File: config.mk
export PLATFORM = sky130hd
export DESIGN_NAME = usb_in_txbuf
export DESIGN_NICKNAME = d
export VERILOG_FILES = /design/src/rtl/usb_in_txbuf_pkg.sv /design/src/rtl/usb_in_txbuf_dp.sv /design/src/rtl/usb_in_txbuf_ctrl.sv /design/src/rtl/usb_in_txbuf.sv
export SDC_FILE = /design/constraint.sdc
export NUM_CORES = 1
export LEC_CHECK = 0
export BUFFER_PORTS_ARGS = -buffer_cell sky130_fd_sc_hd__buf_4
export CORE_MARGIN = 3
export CORE_UTILIZATION = 55
export CTS_CLUSTER_SIZE = 12
export DETAILED_ROUTE_END_ITERATION = 16
export PLACE_DENSITY = 0.79
export SETUP_SLACK_MARGIN = 0.05
export SLEW_MARGIN = 10
export SYNTH_ARGS = -nofsm -noshare
export SYNTH_HDL_FRONTEND = slang
export SYNTH_HIERARCHICAL = 1
export SYNTH_SLANG_ARGS = --single-unit
File: constraint.sdc
create_clock -name clk -period 3.2 [get_ports clk]
set_input_delay 0.48 -clock clk [delete_from_list [all_inputs] [get_ports clk]]
set_output_delay 0.48 -clock clk [all_outputs]
set_load 0.05 [all_outputs]
File: src/rtl/usb_in_txbuf_pkg.sv
package usb_in_txbuf_pkg;
  // Strobes from the control unit to the buffer datapath.
  typedef struct packed {
    logic clr;     // empty the buffer: pointers and count go to zero
    logic push;    // store one byte at the write position
    logic rewind;  // return the read position to the packet start
    logic pop;     // advance the read position
  } bufStrobes_t;
endpackage

File: src/rtl/usb_in_txbuf_dp.sv
module usb_in_txbuf_dp
  import usb_in_txbuf_pkg::*;
#(
  parameter int DATA_W = 8,
  parameter int DEPTH  = 64,
  localparam int PTR_W = $clog2(DEPTH),
  localparam int CNT_W = $clog2(DEPTH + 1)
) (
  input  logic              clk,
  input  logic              rstN,
  input  bufStrobes_t       stb,
  input  logic [DATA_W-1:0] wrData,
  output logic [DATA_W-1:0] rdData,
  output logic [CNT_W-1:0]  count,
  output logic              full
);
  localparam logic [CNT_W-1:0] FULL_CNT = CNT_W'(DEPTH);

  logic [DATA_W-1:0] store [DEPTH];
  logic [PTR_W-1:0]  wrPtr;
  logic [CNT_W-1:0]  rdPtr;
  logic              popOk;

  // Fetches past the last loaded byte are ignored.
  assign popOk  = stb.pop && (rdPtr < count);
  assign full   = (count == FULL_CNT);
  assign rdData = store[rdPtr[PTR_W-1:0]];

  // Storage has no reset: its contents are undefined until written.
  always_ff @(posedge clk) begin
    if (stb.push) store[wrPtr] <= wrData;
  end

  always_ff @(posedge clk or negedge rstN) begin
    if (!rstN) begin
      wrPtr <= '0;
      rdPtr <= '0;
      count <= '0;
    end else if (stb.clr) begin
      wrPtr <= '0;
      rdPtr <= '0;
      count <= '0;
    end else begin
      if (stb.push) begin
        wrPtr <= wrPtr + 1'b1;
        count <= count + 1'b1;
      end
      if (stb.rewind)  rdPtr <= '0;
      else if (popOk)  rdPtr <= rdPtr + 1'b1;
    end
  end
endmodule

File: src/rtl/usb_in_txbuf_ctrl.sv
module usb_in_txbuf_ctrl
  import usb_in_txbuf_pkg::*;
#(
  parameter int                ADDR_W   = 8,
  parameter int                CLR_W    = 8,
  parameter int                EP_INDEX = 2,
  parameter logic [ADDR_W-1:0] TX_ADDR  = 8'hC2
) (
  input  logic              clk,
  input  logic              rstN,
  input  logic              regWrEn,
  input  logic [ADDR_W-1:0] regAddr,
  input  logic              clrWrEn,
  input  logic [CLR_W-1:0]  clrWrData,
  input  logic              dirRx,
  input  logic              ovfClr,
  input  logic              busReset,
  input  logic              hostAck,
  input  logic              pktRetry,
  input  logic              usbRdStrb,
  input  logic              full,
  output bufStrobes_t       stb,
  output logic              irq,
  output logic              ovf
);
  logic addrHit, portLive, clrAny, fwClr, ovfSet;

  assign addrHit  = regWrEn && (regAddr == TX_ADDR);
  assign portLive = addrHit && !dirRx;
  assign fwClr    = clrWrEn && clrWrData[EP_INDEX];
  assign clrAny   = fwClr || hostAck || busReset;
  assign ovfSet   = portLive && !clrAny && full;

  always_comb begin
    stb.clr    = clrAny;
    stb.push   = portLive && !clrAny && !full;
    stb.rewind = pktRetry;
    stb.pop    = usbRdStrb;
  end

  always_ff @(posedge clk or negedge rstN) begin
    if (!rstN) begin
      irq <= 1'b0;
    end else if (clrAny) begin
      irq <= !dirRx;
    end else if (stb.push || dirRx) begin
      irq <= 1'b0;
    end
  end

  always_ff @(posedge clk or negedge rstN) begin
    if (!rstN)        ovf <= 1'b0;
    else if (ovfSet)  ovf <= 1'b1;
    else if (ovfClr)  ovf <= 1'b0;
  end
endmodule

File: src/rtl/usb_in_txbuf.sv
module usb_in_txbuf
  import usb_in_txbuf_pkg::*;
#(
  parameter int                DATA_W   = 8,
  parameter int                DEPTH    = 64,
  parameter int                ADDR_W   = 8,
  parameter int                CLR_W    = 8,
  parameter int                EP_INDEX = 2,
  parameter logic [ADDR_W-1:0] TX_ADDR  = 8'hC2,
  localparam int               CNT_W    = $clog2(DEPTH + 1)
) (
  input  logic              clk,
  input  logic              rstN,
  input  logic              regWrEn,
  input  logic [ADDR_W-1:0] regAddr,
  input  logic [DATA_W-1:0] regWrData,
  input  logic              clrWrEn,
  input  logic [CLR_W-1:0]  clrWrData,
  input  logic              dirRx,
  input  logic              ovfClr,
  input  logic              busReset,
  input  logic              hostAck,
  input  logic              pktRetry,
  input  logic              usbRdStrb,
  output logic [DATA_W-1:0] rdData,
  output logic [CNT_W-1:0]  byteCount,
  output logic              pktReadyIrq,
  output logic              overflow
);
  bufStrobes_t stb;
  logic        full;

  usb_in_txbuf_ctrl #(
    .ADDR_W(ADDR_W), .CLR_W(CLR_W), .EP_INDEX(EP_INDEX), .TX_ADDR(TX_ADDR)
  ) ctrl (
    .clk(clk), .rstN(rstN), .regWrEn(regWrEn), .regAddr(regAddr),
    .clrWrEn(clrWrEn), .clrWrData(clrWrData), .dirRx(dirRx), .ovfClr(ovfClr),
    .busReset(busReset), .hostAck(hostAck), .pktRetry(pktRetry),
    .usbRdStrb(usbRdStrb), .full(full), .stb(stb), .irq(pktReadyIrq),
    .ovf(overflow)
  );

  usb_in_txbuf_dp #(
    .DATA_W(DATA_W), .DEPTH(DEPTH)
  ) dp (
    .clk(clk), .rstN(rstN), .stb(stb), .wrData(regWrData),
    .rdData(rdData), .count(byteCount), .full(full)
  );
endmodule

==> out/qor.txt <==
RSZ-0062 raised after global routing = true
Synth Warn # = 6
Slew Limit Fails = 0
Starting Density = 56.1%
drt initial violations = 1445
CP Class = reg2out
vias in the first global route = 11700
worst reg-to-reg path cell count = 9
worst slew pin tran = 785 ps
Synth Area per Inst = 19.0 um^2
EDFF count, synth = 512
syn_nets = 1157
first-pass GRT wire length = 74.0 mm
Final setup viols = 8
DRT Pass-1 Iters = 6
Hold Slack = 119 ps
Die ar. = 40900 um^2
worst hold path type = in2reg
Clock Latency Late Sink = 570 ps
PnR worst setup slack = -271 ps
Die W = 202 um
Die Y = 202 um
initial antenna violation count = 0
Syn Inst Count = 1113
skew final = 20.2 ps
R2R Path Start = dp/count[0]$_DFFE_PN0P_
Site Rows = 71
RR Endpoint = dp/store[13][6]$_DFFE_PP_
Hold Path End = ctrl/ovf$_DFFE_PN0P_
commonest non-fill, non-tap cell in the layout = edfxtp_1
maximum VDD drop = 0.740 mV
GP Congestion = 0.827
Routed WL = 49.1 mm
Worst slew margin = 47.7%
hold path cells = 2
status = finished, violations left
Antenna Cells = 0
# clock sinks = 534
Vias = 11400
Overflow after GRT = 0
min-delay src = ovfClr
failing checks = negative setup slack
Synth async-reset ratio = 4.12%
DP Wirelength = 27.1 mm
Root Driver = clkbuf_16
Unique masters post-synth = 49
clock-pin slew on the worst setup and hold paths = 60 ps
largest net degree at the start of global routing = 65
core area = 37800 um^2
Syn Std Cell Area = 21200 um^2
Fmax = 288 MHz
CP required = 2720 ps
number of synthesized register bits = 534
Critical Path Source Type = register
DP Worst Slack = 6.63 ps
total CTS buffers = 52
FF-to-FF setup slack = 210 ps
crit path capture type = output pin
final worst path period share = 108%
total power per unit cell area = 540 nW/um^2
# H-tree levels = 2
WL per Instance = 27.4 um
max cap viols = 0
input/output buffers = 43
final hold vios = 0
Primary FF master, synth = edfxtp_1
most frequent cells in the layout = edfxtp_1, buf_4, mux4_2, nor2_1, clkbuf_16
DR DRC count = 0
CP max FO = 6
Routed Antenna Nets = 0
total I/O pin count = 51
CTS max path bufs = 3
Final min period = 3470 ps
Tot GR Track Use = 24.3%
register area share after synthesis = 75.2%
Pleak = 0.00778 uW
via/cell ratio = 6.36
share of layout cells above drive strength 1 = 29.9%
Critical Path AT = 2990 ps
# nets final = 1295
CTS tree = done
synthesis-to-finish area growth = 16.6%
[per-layer routing]
metal | track usage (%) | part of all wire, % | vias up | wire, um
met4 | 8.14 | 3.4 | 0 | 1660
met1 | 33.4 | 37 | 5895 | 18400
met2 | 40.2 | 50 | 612 | 24600
li1 | - | - | 4764 | -
met3 | 4.11 | 9.1 | 122 | 4450
met5 | 0 | 0 | - | 0
[stage by stage]
step                cells  instance area, um^2  util [%]  TNS, ps  total power (uW)
detailed placement   1696                22600      59.8        0              7960
floorplan            1113                21200         -        0              7820
global placement     1696                22600      59.8        0              7950
finish               1792                24700      65.3    -1840             13300
CTS                  1793                24600      65.2    -1920             13400
global route         1792                24700      65.3    -2340             13700
[cells by family (layout without fill, tap and decap cells)]
kind of cell / Yosys count / after routing / share of synthesized area (%)
flip-flops: 534 / 534 / 75.2
AND/OR/NAND/NOR: 176 / 176 / 3.80
multiplexers: 171 / 171 / 13.9
AO/OA/AOI/OAI: 134 / 134 / 4.20
buffers and inverters: 76 / 244 / 1.72
XOR/XNOR: 12 / 12 / 0.497
adder cells (fa/ha/maj): 10 / 10 / 0.591
[cells in the mapped netlist (11+ instances only)]
master / count / area [um^2]
mux2_2: 24 / 270
clkbuf_1: 25 / 93.8
dfrtp_1: 22 / 551
a22oi_1: 16 / 120
nand2_1: 32 / 120
buf_2: 23 / 115
a21oi_1: 39 / 195
mux4_2: 94 / 2120
nor2_1: 89 / 334
o22ai_1: 26 / 163
mux2i_1: 51 / 510
o21ai_0: 11 / 55.1
edfxtp_1: 512 / 15400
inv_1: 11 / 41.3
[worst max path at each step]
stage	from	to	slack [ps]	cells past startpoint
2_1_floorplan	dp/count[0]$_DFFE_PN0P_	dp/store[40][0]$_DFFE_PP_	90	9
3_3_place_gp	dp/rdPtr[0]$_DFFE_PN0P_	rdData[6]	9	7
3_5_place_dp	dp/rdPtr[0]$_DFFE_PN0P_	rdData[6]	7	7
4_1_cts	dp/rdPtr[0]$_DFFE_PN0P_	rdData[0]	-270	8
5_1_grt	dp/rdPtr[0]$_DFFE_PN0P_	rdData[7]	-340	8
6_report	dp/rdPtr[0]$_DFFE_PN0P_	rdData[7]	-270	8
[layout make-up]
type                       count  area, um^2
clock buffer                  75        1410
clock inverter                 9        80.1
fill                        2358       13100
inverter                      13        50.0
multi-input combinational    503        5240
sequential                   534       15900
tap                          511         639
timing repair buffer         147        1320
[registers in the layout, indices dropped and copies added, names as in the netlist]
register,flops
dp/count,7
dp/rdPtr,7
dp/wrPtr,6
ctrl/ovf,1
ctrl/irq,1
dp/store,512
[repair_timing]
action / in CTS / in global routing
setup buffers: 10 / 0
hold buffers: 1 / 0
gates cloned: 2 / 0
setup endpoints to repair: 8 / 8
hold endpoints to repair: 22 / 0
resized for setup: 67 / 19
pin swaps: 9 / 6
[critical path, cell delays in order (launching register included)]
cell and delay (ps):
dfrtp_4 540, buf_12 170, mux4_2 490, mux2_4 300, a221oi_4 310, buf_6 160
nor4_4 40, a21o_1 230, buf_6 170
[where the power goes]
| group | internal (uW) | total (uW) | switching (uW) | leakage [uW] |
|---|---|---|---|---|
| Clock | 3100 | 5520 | 2410 | 0.000720 |
| Sequential | 7660 | 7660 | 0.562 | 0.00490 |
| Combinational | 25.8 | 157 | 131 | 0.00216 |
| Total | 10800 | 13300 | 2540 | 0.00778 |
(Power assumes the default switching activity.)
